## config.mk

```make
export PLATFORM = sky130hd
export DESIGN_NAME = task_ctx_mgr
export DESIGN_NICKNAME = d
export VERILOG_FILES = /design/src/rtl/tcm_pkg.sv /design/src/rtl/tcm_dpath.sv /design/src/rtl/tcm_ctrl.sv /design/src/rtl/task_ctx_mgr.sv
export SDC_FILE = /design/constraint.sdc
export NUM_CORES = 2
export LEC_CHECK = 0
export BUFFER_PORTS_ARGS = -buffer_cell sky130_fd_sc_hd__buf_2
export CORE_UTILIZATION = 60
export CTS_CLUSTER_SIZE = 8
export DETAILED_ROUTE_END_ITERATION = 8
export GPL_TIMING_DRIVEN = 0
export PLACE_DENSITY = 0.84
export SLEW_MARGIN = 25
export SYNTH_ARGS = -nofsm -noshare
export SYNTH_HDL_FRONTEND = slang
export SYNTH_SLANG_ARGS = --single-unit
export TNS_END_PERCENT = 100
```

## constraint.sdc

```tcl
create_clock -name clk -period 28.2 [get_ports clk]
set_input_delay 4.23 -clock clk [delete_from_list [all_inputs] [get_ports clk]]
set_output_delay 4.23 -clock clk [all_outputs]
set_load 0.1 [all_outputs]
```

## src/rtl/tcm_pkg.sv

```systemverilog
package tcm_pkg;
  localparam int NUM_TASKS  = 4;
  localparam int SLOTS      = 16;
  localparam int PC_W       = 16;
  localparam int STK_DEPTH  = 4;
  localparam int DC_W       = 16;
  localparam int WIDE_W     = 256;
  localparam int PIPE_DEPTH = 3;

  localparam int TASK_W  = $clog2(NUM_TASKS);
  localparam int SLOT_W  = $clog2(SLOTS);
  localparam int ENTRY_W = PC_W + 2;
  localparam int STK_W   = STK_DEPTH * ENTRY_W;
  localparam int CTX_W   = ENTRY_W + STK_W + DC_W + 1;

  typedef logic [TASK_W-1:0] taskId_t;

  typedef enum logic [2:0] {
    CMD_RDTASK = 3'd0,
    CMD_WRTASK = 3'd1,
    CMD_LDWIDE = 3'd2,
    CMD_LDWQ   = 3'd3,
    CMD_STALL  = 3'd4,
    CMD_RUN    = 3'd5,
    CMD_STEP   = 3'd6,
    CMD_RSVD   = 3'd7
  } cmdOp_e;

  typedef enum logic [1:0] {
    EX_NEXT = 2'd0,
    EX_CALL = 2'd1,
    EX_RET  = 2'd2,
    EX_JUMP = 2'd3
  } exOp_e;

  // packed context, least significant field last
  typedef struct packed {
    logic             dcV;
    logic [DC_W-1:0]  dcA;
    logic [STK_W-1:0] stk;
    logic             c;
    logic             z;
    logic [PC_W-1:0]  pc;
  } ctx_t;

  // strobes from control to datapath
  typedef struct packed {
    logic    exEn;
    taskId_t exTask;
    logic    snapEn;
    taskId_t snapTask;
    logic    loadEn;
    taskId_t loadTask;
    logic    wideLdEn;
    logic    dcSetEn;
    taskId_t dcTask;
  } strobe_t;
endpackage

```

## src/rtl/tcm_dpath.sv

```systemverilog
module tcm_dpath
  import tcm_pkg::*;
(
  input  logic              clk,
  input  logic              rstN,
  input  strobe_t           strb,
  input  exOp_e             exOp,
  input  logic [PC_W-1:0]   exTarget,
  input  logic              exFlagWe,
  input  logic              exZ,
  input  logic              exC,
  input  logic [DC_W-1:0]   cmdAddr,
  input  logic [WIDE_W-1:0] wideIn,
  output logic [PC_W-1:0]   curPc,
  output logic [WIDE_W-1:0] wideOut
);
  ctx_t ctxR [NUM_TASKS];
  ctx_t curCtx;
  ctx_t execNext;
  logic [WIDE_W-1:0] wideR;

  assign curCtx  = ctxR[strb.exTask];
  assign curPc   = curCtx.pc;
  assign wideOut = wideR;

  // next context of the issuing task
  always_comb begin
    execNext = curCtx;
    case (exOp)
      EX_NEXT: execNext.pc = curCtx.pc + PC_W'(1);
      EX_JUMP: execNext.pc = exTarget;
      EX_CALL: begin
        execNext.stk = {curCtx.stk[STK_W-ENTRY_W-1:0], curCtx.c, curCtx.z,
                        PC_W'(curCtx.pc + PC_W'(1))};
        execNext.pc  = exTarget;
      end
      EX_RET: begin
        {execNext.c, execNext.z, execNext.pc} = curCtx.stk[ENTRY_W-1:0];
        execNext.stk = {{ENTRY_W{1'b0}}, curCtx.stk[STK_W-1:ENTRY_W]};
      end
      default: execNext = curCtx;
    endcase
    if (exFlagWe && exOp != EX_RET) begin
      execNext.z = exZ;
      execNext.c = exC;
    end
  end

  always_ff @(posedge clk) begin
    if (!rstN) begin
      for (int t = 0; t < NUM_TASKS; t++) ctxR[t] <= '0;
      wideR <= '0;
    end else begin
      for (int t = 0; t < NUM_TASKS; t++) begin
        if (strb.loadEn && strb.loadTask == TASK_W'(t)) begin
          ctxR[t] <= ctx_t'(wideIn[CTX_W-1:0]);
        end else begin
          if (strb.exEn && strb.exTask == TASK_W'(t)) ctxR[t] <= execNext;
          if (strb.dcSetEn && strb.dcTask == TASK_W'(t)) begin
            ctxR[t].dcA <= cmdAddr;
            ctxR[t].dcV <= 1'b1;
          end
        end
      end
      if (strb.snapEn)
        wideR <= {{(WIDE_W-CTX_W){1'b0}}, ctxR[strb.snapTask]};
      else if (strb.wideLdEn)
        wideR <= wideIn;
    end
  end
endmodule

```

## src/rtl/tcm_ctrl.sv

```systemverilog
module tcm_ctrl
  import tcm_pkg::*;
(
  input  logic                     clk,
  input  logic                     rstN,
  input  logic                     tableWrEn,
  input  logic [SLOTS*TASK_W-1:0]  tableIn,
  input  logic                     cmdValid,
  input  cmdOp_e                   cmdOp,
  input  taskId_t                  cmdTask,
  output strobe_t                  strb,
  output taskId_t                  issueTask,
  output logic                     issueValid,
  output logic                     rdBusy,
  output logic                     rdDone,
  output logic                     cmdErr
);
  taskId_t               slotTab [SLOTS];
  logic [SLOT_W-1:0]     slotPtr;
  logic [NUM_TASKS-1:0]  stallMask;
  logic [NUM_TASKS-1:0]  stepPend;
  logic [PIPE_DEPTH-1:0] pipeVld;
  taskId_t               pipeTask [PIPE_DEPTH];
  logic [PIPE_DEPTH-1:0] pipeHit;
  logic                  rdPend;
  taskId_t               rdTask;
  logic                  rdPendDone;

  logic cmdAccept, ctxOp, selfHit, badCmd, capture;

  assign issueTask  = slotTab[slotPtr];
  assign issueValid = !stallMask[issueTask] || stepPend[issueTask];

  for (genvar g = 0; g < PIPE_DEPTH; g++) begin : gHit
    assign pipeHit[g] = pipeVld[g] && (pipeTask[g] == rdTask);
  end

  assign cmdAccept = cmdValid && !rdPend;
  assign ctxOp     = (cmdOp == CMD_RDTASK) || (cmdOp == CMD_WRTASK);
  assign selfHit   = issueValid && (issueTask == cmdTask);
  assign badCmd    = cmdAccept && ctxOp && selfHit;
  assign capture   = rdPend && !(|pipeHit) && !(issueValid && issueTask == rdTask);

  always_comb begin
    strb          = '0;
    strb.exEn     = issueValid;
    strb.exTask   = issueTask;
    strb.snapEn   = capture;
    strb.snapTask = rdTask;
    strb.loadEn   = cmdAccept && (cmdOp == CMD_WRTASK) && !selfHit;
    strb.loadTask = cmdTask;
    strb.wideLdEn = cmdAccept && ((cmdOp == CMD_LDWIDE) || (cmdOp == CMD_LDWQ));
    strb.dcSetEn  = cmdAccept && (cmdOp == CMD_LDWIDE);
    strb.dcTask   = cmdTask;
  end

  always_ff @(posedge clk) begin
    if (!rstN) begin
      for (int i = 0; i < SLOTS; i++) slotTab[i] <= '0;
      slotPtr   <= '0;
      stallMask <= {{(NUM_TASKS-1){1'b1}}, 1'b0};
      stepPend  <= '0;
      pipeVld   <= '0;
      for (int i = 0; i < PIPE_DEPTH; i++) pipeTask[i] <= '0;
      rdPend    <= 1'b0;
      rdTask    <= '0;
      rdPendDone <= 1'b0;
      cmdErr    <= 1'b0;
    end else begin
      slotPtr <= slotPtr + SLOT_W'(1);
      if (tableWrEn)
        for (int i = 0; i < SLOTS; i++) slotTab[i] <= tableIn[i*TASK_W +: TASK_W];

      pipeVld     <= {pipeVld[PIPE_DEPTH-2:0], issueValid};
      pipeTask[0] <= issueTask;
      for (int i = 1; i < PIPE_DEPTH; i++) pipeTask[i] <= pipeTask[i-1];

      if (issueValid) stepPend[issueTask] <= 1'b0;

      if (cmdAccept) begin
        case (cmdOp)
          CMD_STALL: stallMask[cmdTask] <= 1'b1;
          CMD_RUN:   stallMask[cmdTask] <= 1'b0;
          CMD_STEP:  if (stallMask[cmdTask]) stepPend[cmdTask] <= 1'b1;
          CMD_RDTASK: if (!selfHit) begin
            rdPend <= 1'b1;
            rdTask <= cmdTask;
          end
          default: ;
        endcase
      end
      if (capture) rdPend <= 1'b0;
      rdPendDone <= capture;
      cmdErr     <= badCmd;
    end
  end

  assign rdBusy = rdPend;
  assign rdDone = rdPendDone;
endmodule

```

## src/rtl/task_ctx_mgr.sv

```systemverilog
module task_ctx_mgr
  import tcm_pkg::*;
(
  input  logic                     clk,
  input  logic                     rstN,
  input  logic                     tableWrEn,
  input  logic [SLOTS*TASK_W-1:0]  tableIn,
  input  logic                     cmdValid,
  input  logic [2:0]               cmdOp,
  input  logic [TASK_W-1:0]        cmdTask,
  input  logic [DC_W-1:0]          cmdAddr,
  input  logic [WIDE_W-1:0]        wideIn,
  input  logic [1:0]               exOp,
  input  logic [PC_W-1:0]          exTarget,
  input  logic                     exFlagWe,
  input  logic                     exZ,
  input  logic                     exC,
  output logic [TASK_W-1:0]        issueTask,
  output logic                     issueValid,
  output logic [PC_W-1:0]          issuePc,
  output logic [WIDE_W-1:0]        wideOut,
  output logic                     rdBusy,
  output logic                     rdDone,
  output logic                     cmdErr
);
  strobe_t strb;

  tcm_ctrl u_ctrl (
    .clk        (clk),
    .rstN       (rstN),
    .tableWrEn  (tableWrEn),
    .tableIn    (tableIn),
    .cmdValid   (cmdValid),
    .cmdOp      (cmdOp_e'(cmdOp)),
    .cmdTask    (cmdTask),
    .strb       (strb),
    .issueTask  (issueTask),
    .issueValid (issueValid),
    .rdBusy     (rdBusy),
    .rdDone     (rdDone),
    .cmdErr     (cmdErr)
  );

  tcm_dpath u_dpath (
    .clk      (clk),
    .rstN     (rstN),
    .strb     (strb),
    .exOp     (exOp_e'(exOp)),
    .exTarget (exTarget),
    .exFlagWe (exFlagWe),
    .exZ      (exZ),
    .exC      (exC),
    .cmdAddr  (cmdAddr),
    .wideIn   (wideIn),
    .curPc    (issuePc),
    .wideOut  (wideOut)
  );
endmodule

```

==> Flow_metrics.wiki <==
{| class="wikitable"
! Metric !! Value
|-
| Crit start category || flop
|-
| Worst setup path startpoint || u_ctrl.slotPtr[0]
|-
| TritonCTS clock tree || built
|-
| Shortest clock period the worst path allows after layout || 10.07 ns
|-
| F_max || 0.0993 GHz
|-
| Final wirelength || 166000 um
|-
| Antenna violations before repair || 34
|-
| Setup Skew || 0.0212 ns
|-
| Total routing usage reported by global routing || 50.6%
|-
| Max FO, Critical Path || 10
|-
| Die height || 252 um
|-
| Max Root-Sink Buffers || 3
|-
| Count of TritonRoute iterations in the first routing pass || 9
|-
| Total non-filler cell area in the finished layout || 45200 um2
|-
| Cells after synthesis || 3810
|-
| Worst IR Drop VDD || 55.5 uV
|-
| Count of endpoints failing hold in the final timing report || 0
|-
| Post-layout power || 0.00334 W
|-
| Total via count after detailed routing || 39000
|-
| Pin count of the biggest net entering global routing || 42
|-
| Core area || 61800 um2
|-
| Via count of the first global-routing pass || 36000
|-
| Layout fillers || 4524
|-
| Post-synthesis async set-or-reset flop share || 0%
|-
| Area Growth Syn to Fin || 20.1%
|-
| Via-per-instance ratio || 7.07
|-
| Part of the Yosys area used for sequential elements || 51.8%
|-
| Largest family of logic cells by synthesized area || compound AO/OA/AOI/OAI gates
|-
| Layout cells sized above 1 || 21.1%
|-
| Adder-Cell Fraction of Synth Area || 0.166%
|-
| Mean area per synthesized cell || 9.87 um2
|-
| Portion of netlist area occupied by mux cells || 7.22%
|-
| Post-detailed-placement half-perimeter wirelength || 119000 um
|-
| Non-Filler Instances || 5515
|-
| Setup repair bufs after CTS || 0
|-
| Setup repair after global routing missed its margin || false
|-
| TritonCTS Sinks || 744
|-
| Status || finished with violations
|-
| DIE AREA || 63700 um2
|-
| Hold_sp || u_dpath.wideOut[101]
|-
| Synth top area share || 36.7%
|-
| Number of synthesized flops with an enable pin || 460
|-
| Initial drt markers || 7320
|-
| Final critical-path setup slack || 18.13 ns
|-
| Row cnt || 91
|-
| Initial Utilization || 60.8%
|-
| Post-synthesis cell type with the largest combined area || edfxtp_1
|-
| Count of different cell masters after synthesis || 64
|-
| Syn Std Cell Area || 37600 um2
|-
| Die X-Extent || 252 um
|-
| Total number of H-tree levels || 3
|-
| Start-to-end type of the worst setup path || reg2out
|-
| Max-cap violations || 0
|-
| Data required time at the worst endpoint || 23.97 ns
|-
| Global-route wire length before repair || 234000 um
|-
| Post-synthesis net count || 4149
|-
| CTS Root Buffer Type || clkbuf_16
|-
| Setup violators final || 0
|-
| Placed Area || 42200 um2
|-
| Type of the worst min-delay path || reg2reg
|-
| Max-slew headroom at the worst pin || 17.0%
|-
| Sum of overflow across all layers after global routing || 0
|-
| Latest clock arrival within the worst-skew pair || 0.68 ns
|-
| Routability-driven placement congestion ratio || 1.06
|-
| Share of the cycle needed by the critical path after routing || 35.7%
|-
| CTS clock-pin slew for the worst setup and hold paths || 0.05 ns
|-
| Slew at the pin closest to its max-slew limit || 1.25 ns
|-
| Area fraction in compound gates after synthesis || 21.2%
|-
| Critical Path Sink Type || output pin
|-
| Cts-stage hold buffer count || 0
|-
| Max Slew Vio Count || 0
|-
| Arrival time at the worst endpoint || 5.84 ns
|-
| Biggest area contributors in the synthesized netlist || edfxtp_1 (37%), dfxtp_1 (15%), nand2_1 (9.4%)
|-
| Failing checks || design-rule violations
|-
| Leading register cell type out of synthesis || edfxtp_1
|-
| Fraction of synthesized cell area in xor and xnor cells || 0.512%
|-
| Clock buffer count from CTS || 103
|-
| I/O pin cnt || 612
|-
| Areal power density over the cells || 74.0 nW/um2
|-
| CTS resizes || 0
|-
| DRC Markers || 2
|-
| Post-synthesis simple-gate area fraction || 15.0%
|-
| Post-DR wirelength/cell || 30.0 um
|-
| Post-Place Cells || 5308
|-
| PortBufs || 608
|-
| Nets || 4915
|-
| Remaining antenna violation count || 0
|-
| Minimum setup slack after placement || 19.24 ns
|-
| Most common cell in the netlist || nand2_1
|-
| Reg-to-Reg Start || u_ctrl.slotPtr[2]
|-
| Yosys warnings || 0
|-
| Flip-flop and latch count after synthesis || 744
|-
| Top post-synthesis cells by count || nand2_1 (940), edfxtp_1 (460), a21oi_1 (413), a22o_1 (326), dfxtp_1 (284)
|-
| Leakage power summed over all cells || 17.5 nW
|-
| Setup tns final || 0 ns
|}
-- final cells by class --
class                   instances  area, um2  share of cell area [%]
plain buffers                 357       1440                    3.19
inverters                      24       90.1                   0.199
flip-flops and latches        744      19500                    43.2
repair buffers                661       3450                    7.64
well taps                     837       1050                    2.32
clock inverters                 7       98.8                   0.219
diodes                         29       72.6                   0.161
multi-input cells            2685      16600                    36.8
clock buffers                 171       2840                    6.29
-- per-stage QoR --
stage / utilization (%) / hold WS [ns]
after CTS: 72.9 / 0.446
after detailed placement: 68.2 / 0.440
after global routing: 73.0 / 0.459
after floorplan: - / 0.430
final: 73.1 / 0.445
after global placement: 67.4 / 0.436
-- cell families (layout without fill, tap and decap cells) --
family | after synthesis | in the layout
simple gates | 1354 | 1354
xor+xnor | 22 | 22
other cells | 0 | 29
fa+ha+maj | 5 | 5
flops | 744 | 744
buf+inv | 381 | 1220
mux | 131 | 131
compound gates | 1173 | 1173
-- worst max-delay path, stage by stage (launching register included) --
cell and delay [ns]:
dfxtp_1 0.44, buf_6 0.21, nor2_1 0.08, a32oi_1 0.38
and4b_1 0.33, nor2_2 0.19, inv_2 0.23, clkbuf_1 0.79
clkbuf_1 0.74, buf_1 0.74, buf_2 0.44, buf_4 0.17
buf_2 0.41
-- path summary, 6_finish.rpt --
kind                            slack [ns]  cells past startpoint              endpoint
worst max register to register       21.51                     16   u_dpath.ctxR[1][51]
worst min register to register        0.44                      2  u_dpath.wideOut[101]
worst max-delay path                 18.13                     12          issueTask[1]
worst min-delay path                  0.44                      2  u_dpath.wideOut[101]
-- layout by cell type, fill, tap and decap left out, types with 24 or more instances in the layout --
cell / count
o21ai_0: 100
a22oi_1: 124
nand3_1: 44
buf_4: 38
a21oi_1: 413
buf_2: 680
a22o_1: 326
mux4_2: 112
diode_2: 29
clkbuf_1: 325
a221oi_1: 39
buf_1: 28
nor2_1: 175
and2_1: 24
clkbuf_16: 103
and3_1: 97
dfxtp_1: 284
a31oi_1: 71
nand2_1: 940
edfxtp_1: 460
-- flip-flops by register name (all words and copies together) (netlist names), named ones only --
signal and flops:
u_ctrl.pipeVld 3, u_ctrl.pipeTask 6, u_ctrl.cmdErr 1, u_ctrl.slotPtr 4
u_ctrl.rdTask 2, u_ctrl.rdDone 1, u_ctrl.slotTab 32, u_ctrl.stepPend 4
u_dpath.ctxR 428, u_ctrl.rdBusy 1, u_dpath.wideOut 256
-- layer usage --
layer | global-route usage, % | share of wire [%]
met1 | 58.8 | 31
met2 | 73.7 | 42
met3 | 19.3 | 17
met4 | 43.0 | 10
met5 | 0 | 0.076
-- power breakdown --
group / switching (W) / total, W / internal (W) / leakage (nW)
Clock: 0.000488 / 0.00117 / 0.000680 / 1.40
Combinational: 0.000685 / 0.000885 / 0.000200 / 9.03
Sequential: 0.0000440 / 0.00129 / 0.00124 / 7.10
Power figures use the tool's default switching activity.
